### src/rtl/slp_pwr_wake_ctl.sv
module slp_pwr_wake_ctl #(
  parameter int N_EVT = 12,
  parameter logic [N_EVT-1:0] SCI_ONLY = 12'h806
) (
  input  logic             clk,
  input  logic             rst_n,
  input  logic [N_EVT-1:0] evt_in,
  input  logic [7:0]       reg_addr,
  input  logic             reg_we,
  input  logic [15:0]      reg_wdata,
  output logic [15:0]      reg_rdata,
  output logic             pwr_ctl_a,
  output logic             pwr_ctl_b,
  output logic             on_ctl_n,
  output logic             sci,
  output logic             smi
);
  localparam logic [7:0] A_STS = 8'h08, A_EN = 8'h0A, A_CTL = 8'h0C;

  logic [2:0]       state;
  logic [N_EVT-1:0] sts, en;
  logic             wak, sci_sel;

  wire wr_sts = reg_we && reg_addr == A_STS;
  wire wr_en  = reg_we && reg_addr == A_EN;
  wire wr_ctl = reg_we && reg_addr == A_CTL;
  wire [2:0] req_lvl = reg_wdata[3:1];
  wire sleep_go = wr_ctl && reg_wdata[4] && req_lvl != 3'd0 && req_lvl <= 3'd5;
  wire wake = state != 3'd0 && |(evt_in & en);

  always_ff @(posedge clk or negedge rst_n) begin
    if (!rst_n) begin
      state   <= 3'd0;
      sts     <= '0;
      en      <= '0;
      wak     <= 1'b0;
      sci_sel <= 1'b0;
    end else begin
      sts <= (sts & ~(wr_sts ? reg_wdata[N_EVT-1:0] : '0)) | evt_in;
      if (wake) wak <= 1'b1;
      else if (wr_sts && reg_wdata[15]) wak <= 1'b0;
      if (wr_en) en <= reg_wdata[N_EVT-1:0];
      if (wr_ctl) sci_sel <= reg_wdata[0];
      if (wake) state <= 3'd0;
      else if (sleep_go) state <= req_lvl;
    end
  end

  always_ff @(posedge clk or negedge rst_n) begin
    if (!rst_n) begin
      pwr_ctl_a <= 1'b1;
      pwr_ctl_b <= 1'b1;
      on_ctl_n  <= 1'b0;
    end else begin
      pwr_ctl_a <= state <= 3'd1;
      pwr_ctl_b <= state <= 3'd2;
      on_ctl_n  <= state >= 3'd4;
    end
  end

  wire [N_EVT-1:0] pend = sts & en;
  assign sci = sci_sel ? |pend : |(pend & SCI_ONLY);
  assign smi = !sci_sel && |(pend & ~SCI_ONLY);

  always_comb begin
    reg_rdata = '0;
    case (reg_addr)
      A_STS: begin
        reg_rdata[N_EVT-1:0] = sts;
        reg_rdata[15] = wak;
      end
      A_EN:  reg_rdata[N_EVT-1:0] = en;
      A_CTL: reg_rdata[3:0] = {state, sci_sel};
      default: reg_rdata = '0;
    endcase
  end
endmodule


### config.mk
export PLATFORM = sky130hd
export DESIGN_NAME = slp_pwr_wake_ctl
export DESIGN_NICKNAME = d
export VERILOG_FILES = /design/src/rtl/slp_pwr_wake_ctl.sv
export SDC_FILE = /design/constraint.sdc
export NUM_CORES = 1
export LEC_CHECK = 0
export BUFFER_PORTS_ARGS = -buffer_cell sky130_fd_sc_hd__clkbuf_2
export CAP_MARGIN = 10
export CORE_ASPECT_RATIO = 2
export CORE_MARGIN = 2
export CORE_UTILIZATION = 45
export DETAILED_ROUTE_END_ITERATION = 10
export PLACE_DENSITY = 0.82
export SYNTH_ARGS = -nofsm -noshare
export SYNTH_HDL_FRONTEND = slang
export SYNTH_SLANG_ARGS = --single-unit
### constraint.sdc
create_clock -name clk -period 1.8 [get_ports clk]
set_input_delay 0.09 -clock clk [delete_from_list [all_inputs] [get_ports clk]]
set_output_delay 0.09 -clock clk [all_outputs]
set_load 0.005 [all_outputs]
# After elaboration in Yosys (flattened, before gate mapping)
# Cells that the tools add are included.
# totals
regBits	32
in_bits	39
out_inout_bits	21
word_cells	47
# op_classes
order_cmp	4
eq_ne	3
muxes	9
bitwise	5
reduce_logical	18
# op_table
cell	count
bitwise AND 12 bit	3
== test 8 x 4 -> 1 bit (second input constant)	3
OR reduction 12 bit	2
case mux 8 bit (2 select lines)	1
2-to-1 mux 12 bit	1
NOT 12 bit	1
bitwise OR 12 bit	1
case mux 4 bit (3 select lines)	1
logical AND 1 bit	9
OR reduction 9 bit	1
2-to-1 mux 3 bit	2
nonzero test 3 bit	2
2-to-1 mux 1 bit	4
nonzero test 2 bit	2
greater-or-equal comparator 3 bit (second input constant)	1
<= comparator 3 x 1 -> 1 bit (second input constant)	1
<= comparator 3 x 2 -> 1 bit (second input constant)	1
<= comparator 3 bit (second input constant)	1
OR reduction 3 bit	1
logical NOT 1 bit	1

# Depth between registers and ports, before layout
# Gate-level depths: netlist of run 1.
# depth
depth_word	7
ltp_mapped	6
depth_no_buf	5

# Worst setup path before layout of run 1
# No wires, ideal clock.
# synth_timing
path_kind	input-to-reg
startpoint	input port reg_addr[5]
endpoint	register en[10]
setup_time_ns	0.125
arrival_ns	1.254
required_ns	1.675
slack_ns	0.421
cell_stages	6
path_buffers	2
cell_sequence	nor4_4 -> nand3b_2 -> buf_6 -> nor2_4 -> buf_12 -> mux2_4
# synth_via
elab_chain_len	2
# synth_rtl
element	line_no	rtl
start: declaration	8	input logic [7:0] reg_addr,
== test 8 x 4 -> 1 bit	25	wire wr_en = reg_we && reg_addr == A_EN;
logical AND 1 bit	25	
end signal: assignment	42	if (wr_en) en <= reg_wdata[N_EVT-1:0];
end: declaration	21	logic [N_EVT-1:0] sts, en;
# No other way between the ends.
# A chain may end at the register's enable or synchronous reset.

# Final worst setup path of run 1
# layout_timing
startpoint	register en[10]
endpoint	output port sci
# layout_via
elab_chain_len	3
# layout_rtl
element	line_no	rtl
bitwise AND 12 bit	61	wire [N_EVT-1:0] pend = sts & en;
OR reduction 12 bit	62	assign sci = sci_sel ? |pend : |(pend & SCI_ONLY);
2-to-1 mux 1 bit	62	
end: declaration	15	output logic sci,
# No other way between the ends.

==> results by group, run 1 <==
Outcome
  • Outcome: finished clean

CTS
  • Htree depth: 2
  • TritonCTS clock tree: done
  • Later-pin clock latency in the skew report: 0.28 ns
  • Clk root buf: clkbuf_8
  • Clock transition at path regs: 0.06 ns
  • Post-CTS Repair Setup Buffers: 0
  • CTS Sinks: 32
  • TritonCTS Buffers: 5
  • Clock Tree Buf Depth: 2

Timing
  • Crit share post-route: 95.9%
  • Min Hold Slack: 0.00923 ns
  • Min cycle time layout: 1.73 ns
  • Final Hold Viols: 0
  • Fin worst setup slack: 0.0735 ns
  • Setup violations, final: 0
  • FMAX: 579 MHz
  • Final Max Tran Viols: 0
  • RSZ-0062 raised after global routing: true
  • Clk_skew: 0.00589 ns
  • Slew at the pin closest to its max-slew limit: 0.790 ns
  • Max_slew headroom: 47.4%

Power and ir drop
  • Flop pwr share: 44.5%
  • Pint: 0.00134 W
  • Comb pwr share: 12.2%
  • Switching Power: 0.000390 W
  • Sw frac: 22.5%
  • Cell Pwr Density: 794 nW/um2
  • Maximum VDD drop: 0.000492 V
  • Clock share of power: 43.3%
  • Leak: 1.02 nW

Floorplan
  • Initial Utilization: 47.5%
  • Num ports: 60
  • Die W: 47.9 um
  • Core footprint: 3650 um2
  • Rows: 31
  • Die area: 4390 um2
  • Die height: 91.7 um

Drt
  • Post-route ant nets: 0
  • Drt total wl: 4.19 mm
  • DR DRC count: 0
  • Vias: 1,428
  • DR WL/cell: 15.9 um
  • Vias per std cell: 5.41
  • Router iterations before antenna repair: 4
  • Starting DRT DRC Count: 46

Cells and area
  • Share of layout cells above drive strength 1: 39.5%
  • P&R area growth vs syn: 25.8%
  • FF+latch area: 803 um2
  • Diode count: 0
  • Layout Utilization: 59.7%
  • Fill count: 346
  • Nets@finish: 253
  • Multi-input logic area: 855 um2

Setup path
  • CP max FO: 4
  • Crit end category: output pin
  • Crit path kind: flop to output pin
  • Startpoint types: flop
  • Worst path required time: 1.71 ns
  • Crit path DAT: 1.64 ns

Synthesis
  • FFs w/ async S/R, synth: 100%
  • Post-synthesis register bit count: 32
  • Area leader, netlist: dfrtp_1
  • Netlist area before placement: 1730 um2
  • Cells after Synth: 156
  • Syn Area/Cell: 11.1 um2
  • Top post-synthesis cells by area: dfrtp_1 (43%), mux2_4 (8.7%), mux2i_1 (8.1%)
  • Count of cell types in the netlist: 34
  • Post-synth EDFFs: 0
  • Main flop type after synthesis: dfrtp_1
  • Ys Warns: 0
  • Yosys top cell area share: 43.4%
  • Seq/Total Area, Yosys: 46.4%

Placement
  • Post-DP HPWL: 3.24 mm
  • Routability Congestion: 0.941
  • I/O Buffers: 53
  • Post-place setup slack: 0.210 ns

Global route
  • Vias in the first global route: 1,439
  • First-pass GRT wire length: 6.64 mm
  • GRT Total Usage: 21.2%
  • Initial antenna violation count: 0
  • Global route overflow: 0
  • Largest net degree at the start of global routing: 33

Min path
  • Hold crit path type: input pin to flop

Run
  • Max-cap violations: 0
## placed cells by master (no fill, tap or decap), types with 2 or more instances in the layout
master         count
dlygate4sd3_1      2
conb_1             3
nand2_1           18
a21oi_1            5
mux2i_1           14
clkbuf_2          53
a21o_1            13
buf_4              3
mux2_2             2
clkbuf_8           7
a221oi_1           3
mux2_4            10
a22oi_1            2
a22o_1             3
dfstp_2            2
nor2b_1            2
a222oi_1           2
nand3_1            3
nor2_1            22
dfrtp_1           30
## worst paths after layout
kind,from,end,slack [ns],depth (start not counted)
min in group asynchronous,rst_n,wak$_DFFE_PN0P_,0.42,2
min,evt_in[6],sts[6]$_DFF_PN0_,0.009,2
max,en[10]$_DFFE_PN0P_,sci,0.07,5
max reg2reg,en[4]$_DFFE_PN0P_,wak$_DFFE_PN0P_,0.21,5
min reg2reg,wak$_DFFE_PN0P_,wak$_DFFE_PN0P_,0.48,1
max in group asynchronous,rst_n,sts[9]$_DFF_PN0_,0.88,2
## cells in the mapped netlist, types with 2 or more instances
cell      count
dfrtp_1      30
nor2_1       22
nand2_1      18
mux2i_1      14
a21o_1       13
mux2_4       10
a21oi_1       5
a221oi_1      4
a22o_1        3
buf_4         3
nand3_1       3
a222oi_1      2
a22oi_1       2
buf_6         2
clkbuf_1      2
dfstp_2       2
mux2_2        2
nor2b_1       2
o21ai_0       2
## kinds of logic (layout without fill, tap and decap cells)
group                  Yosys count  count (layout)  synth area share [%]
multiplexers                    26              26                  18.1
buffers and inverters           11              68                  4.99
other                            1               3                 0.217
AO/OA/AOI/OAI                   33              33                  14.2
flip-flops                      32              32                  46.4
AND/OR/NAND/NOR                 53              53                  16.1
## critical path: stages (launching register included)
cell and delay, ns:
dfrtp_1 0.41, a222oi_1 0.35, nand3_1 0.14, a221oi_2 0.23, o21ai_1 0.10, clkbuf_2 0.13
## repair_timing
action,CTS,global route
gates resized for setup,1,1
hold buffers,1,1
hold endpoints to repair,30,1
endpoints found under the setup margin,1,2
pin swaps,0,2
## state kept, by name, indices dropped and copies added (netlist names)
signal and count:
en 12, pwr_ctl_b 1, sts 12, state 3
wak 1, pwr_ctl_a 1, on_ctl_n 1, sci_sel 1
## power groups by stage
stage	Clock, W	Combinational [W]	Sequential, W
final	0.000749	0.000211	0.000769
after global routing	0.000794	0.000234	0.000772
after CTS	0.000759	0.000210	0.000769
after detailed placement	0	0.000204	0.000781
after global placement	0	0.000200	0.000780
after floorplan	0	0.000114	0.000773
## cell type report
| class | instances | share of cell area [%] |
|---|---|---|
| clock buffer | 7 | 4.43 |
| clock inverter | 1 | 1.38 |
| inverter | 1 | 0.172 |
| multi-input combinational | 115 | 39.3 |
| sequential | 32 | 36.9 |
| tap | 49 | 2.82 |
| timing repair buffer | 59 | 15.1 |
## metal layers
layer	global-route usage [%]	up-vias	part of all wire [%]
met5	0	-	0
li1	-	667	-
met4	8.78	0	2.6
met1	23.1	691	35
met2	37.0	59	56
met3	3.94	11	5.6
## metrics by stage
stage          power [W]  cell area (um2)  TNS (ns)  instances
2_1_floorplan   0.000887             1740         0        158
5_1_grt          0.00180             2180   -0.0762        264
3_3_place_gp    0.000980             2020         0        254
3_5_place_dp    0.000985             2020         0        254
4_1_cts          0.00174             2170         0        263
6_report         0.00173             2180         0        264
(Power assumes the default switching activity.)
==> inputs of run 2 (changes only) <==
- REMOVE_ABC_BUFFERS: default -> 1
==> run 2 against run 1 <==
Effect of this change:
- global-route usage rose by 0.91 points
- clock skew fell by 0.00094 ns
- clock power rose by 1%
- critical path depth did not move
- worst setup slack got worse by 0.040 ns
- first-iteration DRC count fell by 20%
- via count rose by 0.49%
- fmax fell by 2.2%
- routed wire length rose by 1.4%
- worst hold slack got worse by 0.0074 ns
- combinational power rose by 4%
==> results by group, run 2 (synthesized netlist as in run 1, its figures left out) <==
Floorplan
  • Rows: 31 (unchanged)
  • Core footprint: 3650 um2 (unchanged)
  • Die area: 4390 um2 (unchanged)
  • Die W: 47.9 um (unchanged)
  • Initial Utilization: 47.5% (unchanged)
  • Die height: 91.7 um (unchanged)
  • Num ports: 60 (unchanged)

Global route
  • Global route overflow: 0 (unchanged)
  • First-pass GRT wire length: 6.84 mm (was 6.64 mm)
  • Vias in the first global route: 1,463 (was 1,439)
  • Initial antenna violation count: 0 (unchanged)
  • Largest net degree at the start of global routing: 33 (unchanged)
  • GRT Total Usage: 22.1% (was 21.2%)

Power and ir drop
  • Cell Pwr Density: 788 nW/um2 (was 794 nW/um2)
  • Leak: 1.05 nW (was 1.02 nW)
  • Maximum VDD drop: 0.000544 V (was 0.000492 V)

Setup path
  • Worst path slowest cell: dfrtp_1 (unchanged)
  • Crit end category: output pin (unchanged)
  • Startpoint types: flop (unchanged)
  • Critical-path cell list: a222oi_1 -> nand3_1 -> a221oi_2 -> o21ai_1 -> clkbuf_2 (unchanged)
  • Crit path buf inv count: 1 (unchanged)
  • Worst path required time: 1.71 ns (about the same)
  • Crit path kind: flop to output pin (unchanged)
  • Delay-heaviest family, CP: compound AO/OA/AOI/OAI gates (unchanged)
  • CP peak stage delay: 0.40 ns (was 0.41 ns)
  • CP max FO: 3 (was 4)
  • Crit path DAT: 1.68 ns (was 1.64 ns)

Timing
  • Slew at the pin closest to its max-slew limit: 0.770 ns (was 0.790 ns)
  • Final Max Tran Viols: 0 (unchanged)
  • RSZ-0062 raised after global routing: true (unchanged)
  • Final Hold Viols: 0 (unchanged)
  • Setup violations, final: 0 (unchanged)
  • Max_slew headroom: 48.7% (was 47.4%)
  • Min cycle time layout: 1.77 ns (was 1.73 ns)
  • Clk_skew: 0.00495 ns (was 0.00589 ns)
  • FMAX: 566 MHz (was 579 MHz)
  • Crit share post-route: 98.1% (was 95.9%)
  • Final setup TNS: 0 ns (unchanged)

CTS
  • Htree depth: 2 (unchanged)
  • Later-pin clock latency in the skew report: 0.29 ns (was 0.28 ns)
  • Clk root buf: clkbuf_8 (unchanged)
  • Clock transition at path regs: 0.07 ns (was 0.06 ns)
  • TritonCTS Buffers: 5 (unchanged)
  • CTS Sinks: 32 (unchanged)
  • Clock Tree Buf Depth: 2 (unchanged)
  • TritonCTS clock tree: done (unchanged)

Drt
  • Drt total wl: 4.25 mm (was 4.19 mm)
  • DR WL/cell: 15.7 um (was 15.9 um)
  • Vias per std cell: 5.31 (was 5.41)
  • Router iterations before antenna repair: 4 (unchanged)
  • Post-route ant nets: 0 (unchanged)
  • Vias: 1,435 (was 1,428)
  • DR DRC count: 0 (unchanged)
  • Starting DRT DRC Count: 37 (was 46)

Placement
  • Routability Congestion: 0.834 (was 0.941)
  • Placed cell areas: 2020 um2 (about the same)
  • I/O Buffers: 53 (unchanged)
  • Post-DP HPWL: 3.28 mm (was 3.24 mm)

Run
  • Max-cap violations: 0 (unchanged)

Outcome
  • Outcome: finished clean (unchanged)

Cells and area
  • Commonest non-fill, non-tap cells in the layout: clkbuf_2 (53), dfrtp_1 (30), nor2_1 (22) (unchanged)
  • Post-route cell area: 2220 um2 (was 2180 um2)
  • Nets@finish: 259 (was 253)
  • Diode count: 0 (unchanged)
  • Share of layout cells above drive strength 1: 39.8% (was 39.5%)
  • Commonest non-fill, non-tap cell in the layout: clkbuf_2 (unchanged)
  • Biggest regs: en (12), sts (12), state (3) (unchanged)
  • P&R area growth vs syn: 28.1% (was 25.8%)
  • Layout Utilization: 60.8% (was 59.7%)

Min path
  • Hold crit path type: input pin to flop (unchanged)
[run 2: changes by cell type in the layout (fill, tap and decap cells not counted)]
| cell | previous run | this run |
|---|---|---|
| buf_12 | 1 | 0 |
| buf_4 | 3 | 7 |
| dlygate4sd3_1 | 2 | 5 |
[run 2: stage by stage]
stage / hold WS [ns] / worst slack (ns) / power, W / std cells
after floorplan: -0.206 / 0.290 / 0.000872 / 148
after global placement: 0.204 / 0.218 / 0.000982 / 255
after detailed placement: 0.208 / 0.206 / 0.000986 / 255
after CTS: 0.00536 / 0.0268 / 0.00176 / 269
after global routing: 0.00417 / -0.0492 / 0.00182 / 270
final: 0.00185 / 0.0339 / 0.00175 / 270
[run 2: power breakdown]
part	leakage, nW	switching (W)	total, W	internal (W)
Combinational	0.612	0.000107	0.000220	0.000112
Sequential	0.370	0.0000222	0.000767	0.000745
Clock	0.0645	0.000272	0.000760	0.000488
[run 2: per-layer routing]
layer  vias up  part of all wire [%]  track usage (%)
met5         -                     0                0
met4         0                   2.8             10.4
met3         8                   4.0             4.13
met2        46                    56             36.6
met1       703                    37             25.7
li1        678                     -                -
[run 2: timing repair]
| item | 4_1_cts | 5_1_grt |
|---|---|---|
| pin swaps | 2 | 2 |
| hold endpoints to repair | 34 | 0 |
| resized for setup | 2 | 0 |
| hold buffers | 5 | 0 |
| setup endpoints to repair | 2 | 2 |
| setup buffers | 1 | 1 |
[run 2: final cells by class]
class | instances | area, um2
Clock buffer | 7 | 96.3
Inverter | 1 | 3.75
Tap cell | 49 | 61.3
Multi-Input combinational cell | 115 | 855
Clock inverter | 1 | 30.0
Timing Repair Buffer | 65 | 368
Sequential cell | 32 | 803
Fill cell | 345 | 1430
[run 2: path summary, 6_finish.rpt]
check / startpoint / to / slack [ns] / cells past startpoint
worst max-delay path: sts[10]$_DFF_PN0_ / sci / 0.03 / 5
worst min-delay path: evt_in[9] / sts[9]$_DFF_PN0_ / 0.002 / 2
worst max register to register: en[4]$_DFFE_PN0P_ / wak$_DFFE_PN0P_ / 0.26 / 5
worst min register to register: wak$_DFFE_PN0P_ / wak$_DFFE_PN0P_ / 0.48 / 1
max in group asynchronous: rst_n / wak$_DFFE_PN0P_ / 0.90 / 2
min in group asynchronous: rst_n / sts[2]$_DFF_PN0_ / 0.41 / 2
==> inputs of run 3 (changes only) <==
- GPL_TIMING_DRIVEN: default -> 0
==> run 3 against run 2 <==
Effect of this change:
- utilization is 1.0 points lower
- die area stayed put
- global-route usage is 0.079 points lower
- clock power is 12% lower
- via count is 0.84% higher
- critical path depth stayed put
- fmax is 1.8% lower
- routed wire length is 0.92% higher
- first-iteration DRC count is 8.1% lower
- sequential cell count stayed put
- largest cell class unchanged
- non-clock buffer count is 2 lower
- final area is 1.6% lower
- critical path type unchanged
==> results by group, run 3 (synthesized netlist as in run 1, its figures left out) <==
Global route
  • Largest net degree at the start of global routing: 33 (unchanged)
  • Global route overflow: 0 (unchanged)
  • GRT Total Usage: 22.0% (was 22.1%)
  • First-pass GRT wire length: 6.94 mm (was 6.84 mm)
  • Initial antenna violation count: 0 (unchanged)
  • Vias in the first global route: 1,497 (was 1,463)

Min path
  • Worst Hold Path EP: sts[4]$_DFF_PN0_ (was sts[9]$_DFF_PN0_)
  • Hold crit path type: input pin to flop (unchanged)
  • Hold Crit Start: evt_in[4] (was evt_in[9])
  • Hold Path Depth: 2 (unchanged)

Drt
  • Router iterations before antenna repair: 4 (unchanged)
  • Vias: 1,447 (was 1,435)
  • DR DRC count: 0 (unchanged)
  • Drt total wl: 4.29 mm (was 4.25 mm)
  • Starting DRT DRC Count: 34 (was 37)
  • Post-route ant nets: 0 (unchanged)
  • Vias per std cell: 5.40 (was 5.31)
  • DR WL/cell: 16.0 um (was 15.7 um)

CTS
  • Htree depth: 2 (unchanged)
  • TritonCTS Buffers: 5 (unchanged)
  • TritonCTS clock tree: done (unchanged)
  • Clock Tree Buf Depth: 2 (unchanged)
  • Clock transition at path regs: 0.07 ns (about the same)
  • Later-pin clock latency in the skew report: 0.29 ns (about the same)
  • CTS Sinks: 32 (unchanged)
  • Clk root buf: clkbuf_8 (unchanged)

Power and ir drop
  • Leak: 1.03 nW (was 1.05 nW)
  • Maximum VDD drop: 0.000655 V (was 0.000544 V)
  • Cell Pwr Density: 760 nW/um2 (was 788 nW/um2)

Floorplan
  • Die area: 4390 um2 (unchanged)
  • Num ports: 60 (unchanged)
  • Rows: 31 (unchanged)
  • Die W: 47.9 um (unchanged)
  • Core footprint: 3650 um2 (unchanged)
  • Die height: 91.7 um (unchanged)
  • Initial Utilization: 47.5% (unchanged)

Placement
  • Post-DP HPWL: 3.16 mm (was 3.28 mm)
  • I/O Buffers: 53 (unchanged)
  • Dpl cells: 250 (was 255)
  • Post-place setup slack: -0.133 ns (was 0.206 ns)
  • Placed cell areas: 1980 um2 (was 2020 um2)
  • Routability Congestion: 0.823 (was 0.834)

Cells and area
  • Commonest non-fill, non-tap cell in the layout: clkbuf_2 (unchanged)
  • Share of layout cells above drive strength 1: 39.3% (was 39.8%)
  • Fin cells: 268 (was 270)
  • Post-route cell area: 2180 um2 (was 2220 um2)
  • Commonest non-fill, non-tap cells in the layout: clkbuf_2 (53), dfrtp_1 (30), nor2_1 (22) (unchanged)
  • P&R area growth vs syn: 26.0% (was 28.1%)
  • Biggest regs: en (12), sts (12), state (3) (unchanged)
  • Diode count: 0 (unchanged)
  • Nets@finish: 257 (was 259)

Setup path
  • Worst path required time: 1.71 ns (about the same)
  • Crit path DAT: 1.71 ns (was 1.68 ns)
  • Critical-path cell list: a222oi_1 -> nand3_1 -> a221oi_2 -> o21ai_1 -> clkbuf_2 (unchanged)
  • Worst setup startpoint: sts[10]$_DFF_PN0_ (unchanged)
  • End of the worst register-to-register path: wak$_DFFE_PN0P_ (unchanged)
  • Crit path buf inv count: 1 (unchanged)
  • R2r startpoint: en[3]$_DFFE_PN0P_ (was en[4]$_DFFE_PN0P_)
  • CP peak stage delay: 0.39 ns (was 0.40 ns)
  • Cells on worst reg2reg path: 5 (unchanged)
  • CP max FO: 2 (was 3)
  • Crit end category: output pin (unchanged)
  • Delay-heaviest family, CP: compound AO/OA/AOI/OAI gates (unchanged)
  • Startpoint types: flop (unchanged)
  • Worst path slowest cell: a222oi_1 (was dfrtp_1)
  • Reg2reg setup slack: 0.26 ns (about the same)
  • Crit path kind: flop to output pin (unchanged)

Timing
  • Setup violations, final: 0 (unchanged)
  • Crit share post-route: 100% (was 98.1%)
  • Slew at the pin closest to its max-slew limit: 0.810 ns (was 0.770 ns)
  • RSZ-0062 raised after global routing: true (unchanged)
  • Final Max Tran Viols: 0 (unchanged)
  • Clk_skew: 0.00494 ns (was 0.00495 ns)
  • Fin worst setup slack: 0.000822 ns (was 0.0339 ns)
  • FMAX: 556 MHz (was 566 MHz)
  • Min cycle time layout: 1.80 ns (was 1.77 ns)
  • Final Hold Viols: 0 (unchanged)
  • Max_slew headroom: 46.0% (was 48.7%)
  • Final setup TNS: 0 ns (unchanged)

Run
  • Max-cap violations: 0 (unchanged)

Outcome
  • Outcome: finished clean (unchanged)
-- run 3: worst register-to-register path, stage by stage (launching register included) --
cell and delay (ns):
dfrtp_1 0.43, a22o_1 0.25, a221oi_1 0.25, nand3_1 0.16, o31a_1 0.18, a21o_1 0.17
-- run 3: final cells by class --
| class | instances | area [um2] |
|---|---|---|
| Tap cell | 49 | 61.3 |
| Clock inverter | 2 | 35.0 |
| Fill cell | 332 | 1470 |
| Clock buffer | 6 | 72.6 |
| Sequential cell | 32 | 803 |
| Timing Repair Buffer | 63 | 350 |
| Multi-Input combinational cell | 115 | 855 |
| Inverter | 1 | 3.75 |
-- run 3: per-stage QoR --
step                      power [W]  util, %  hold WS (ns)
after global routing        0.00174     59.8       0.00445
after CTS                   0.00167     59.0      0.000958
final                       0.00166     59.8       0.00664
after global placement     0.000979     54.4         0.207
after detailed placement   0.000985     54.4         0.210
after floorplan            0.000872        -        -0.206
-- run 3: where the power goes --
part | leakage, nW | switching, W | internal, W | total (W)
logic | 0.602 | 0.000108 | 0.000112 | 0.000220
registers | 0.370 | 0.0000223 | 0.000745 | 0.000767
clock network | 0.0552 | 0.000260 | 0.000410 | 0.000670
-- run 3: routing by layer --
layer  GRT usage, %  share of wire [%]  vias up
met1           24.8                 35      716
met5              0                  0        -
met4           9.23                1.9        0
met3           4.13                4.8        8
met2           37.7                 58       49
li1               -                  -      674
-- run 3: how the worst max path moves through the flow --
stage | end | slack (ns) | cells past startpoint
after floorplan | en[0]$_DFFE_PN0P_ | 0.29 | 4
after global placement | sts[0]$_DFF_PN0_ | -0.10 | 6
after detailed placement | sts[1]$_DFF_PN0_ | -0.13 | 6
after CTS | sci | -0.01 | 5
after global routing | sci | -0.09 | 5
final | sci | 0.0008 | 5
-- run 3: timing repair --
action / 4_1_cts / 5_1_grt
gates resized for setup: 2 / 0
setup endpoints to repair: 2 / 2
hold endpoints to repair: 33 / 0
hold buffers: 4 / 0
setup buffers: 2 / 4
pin swaps: 2 / 3
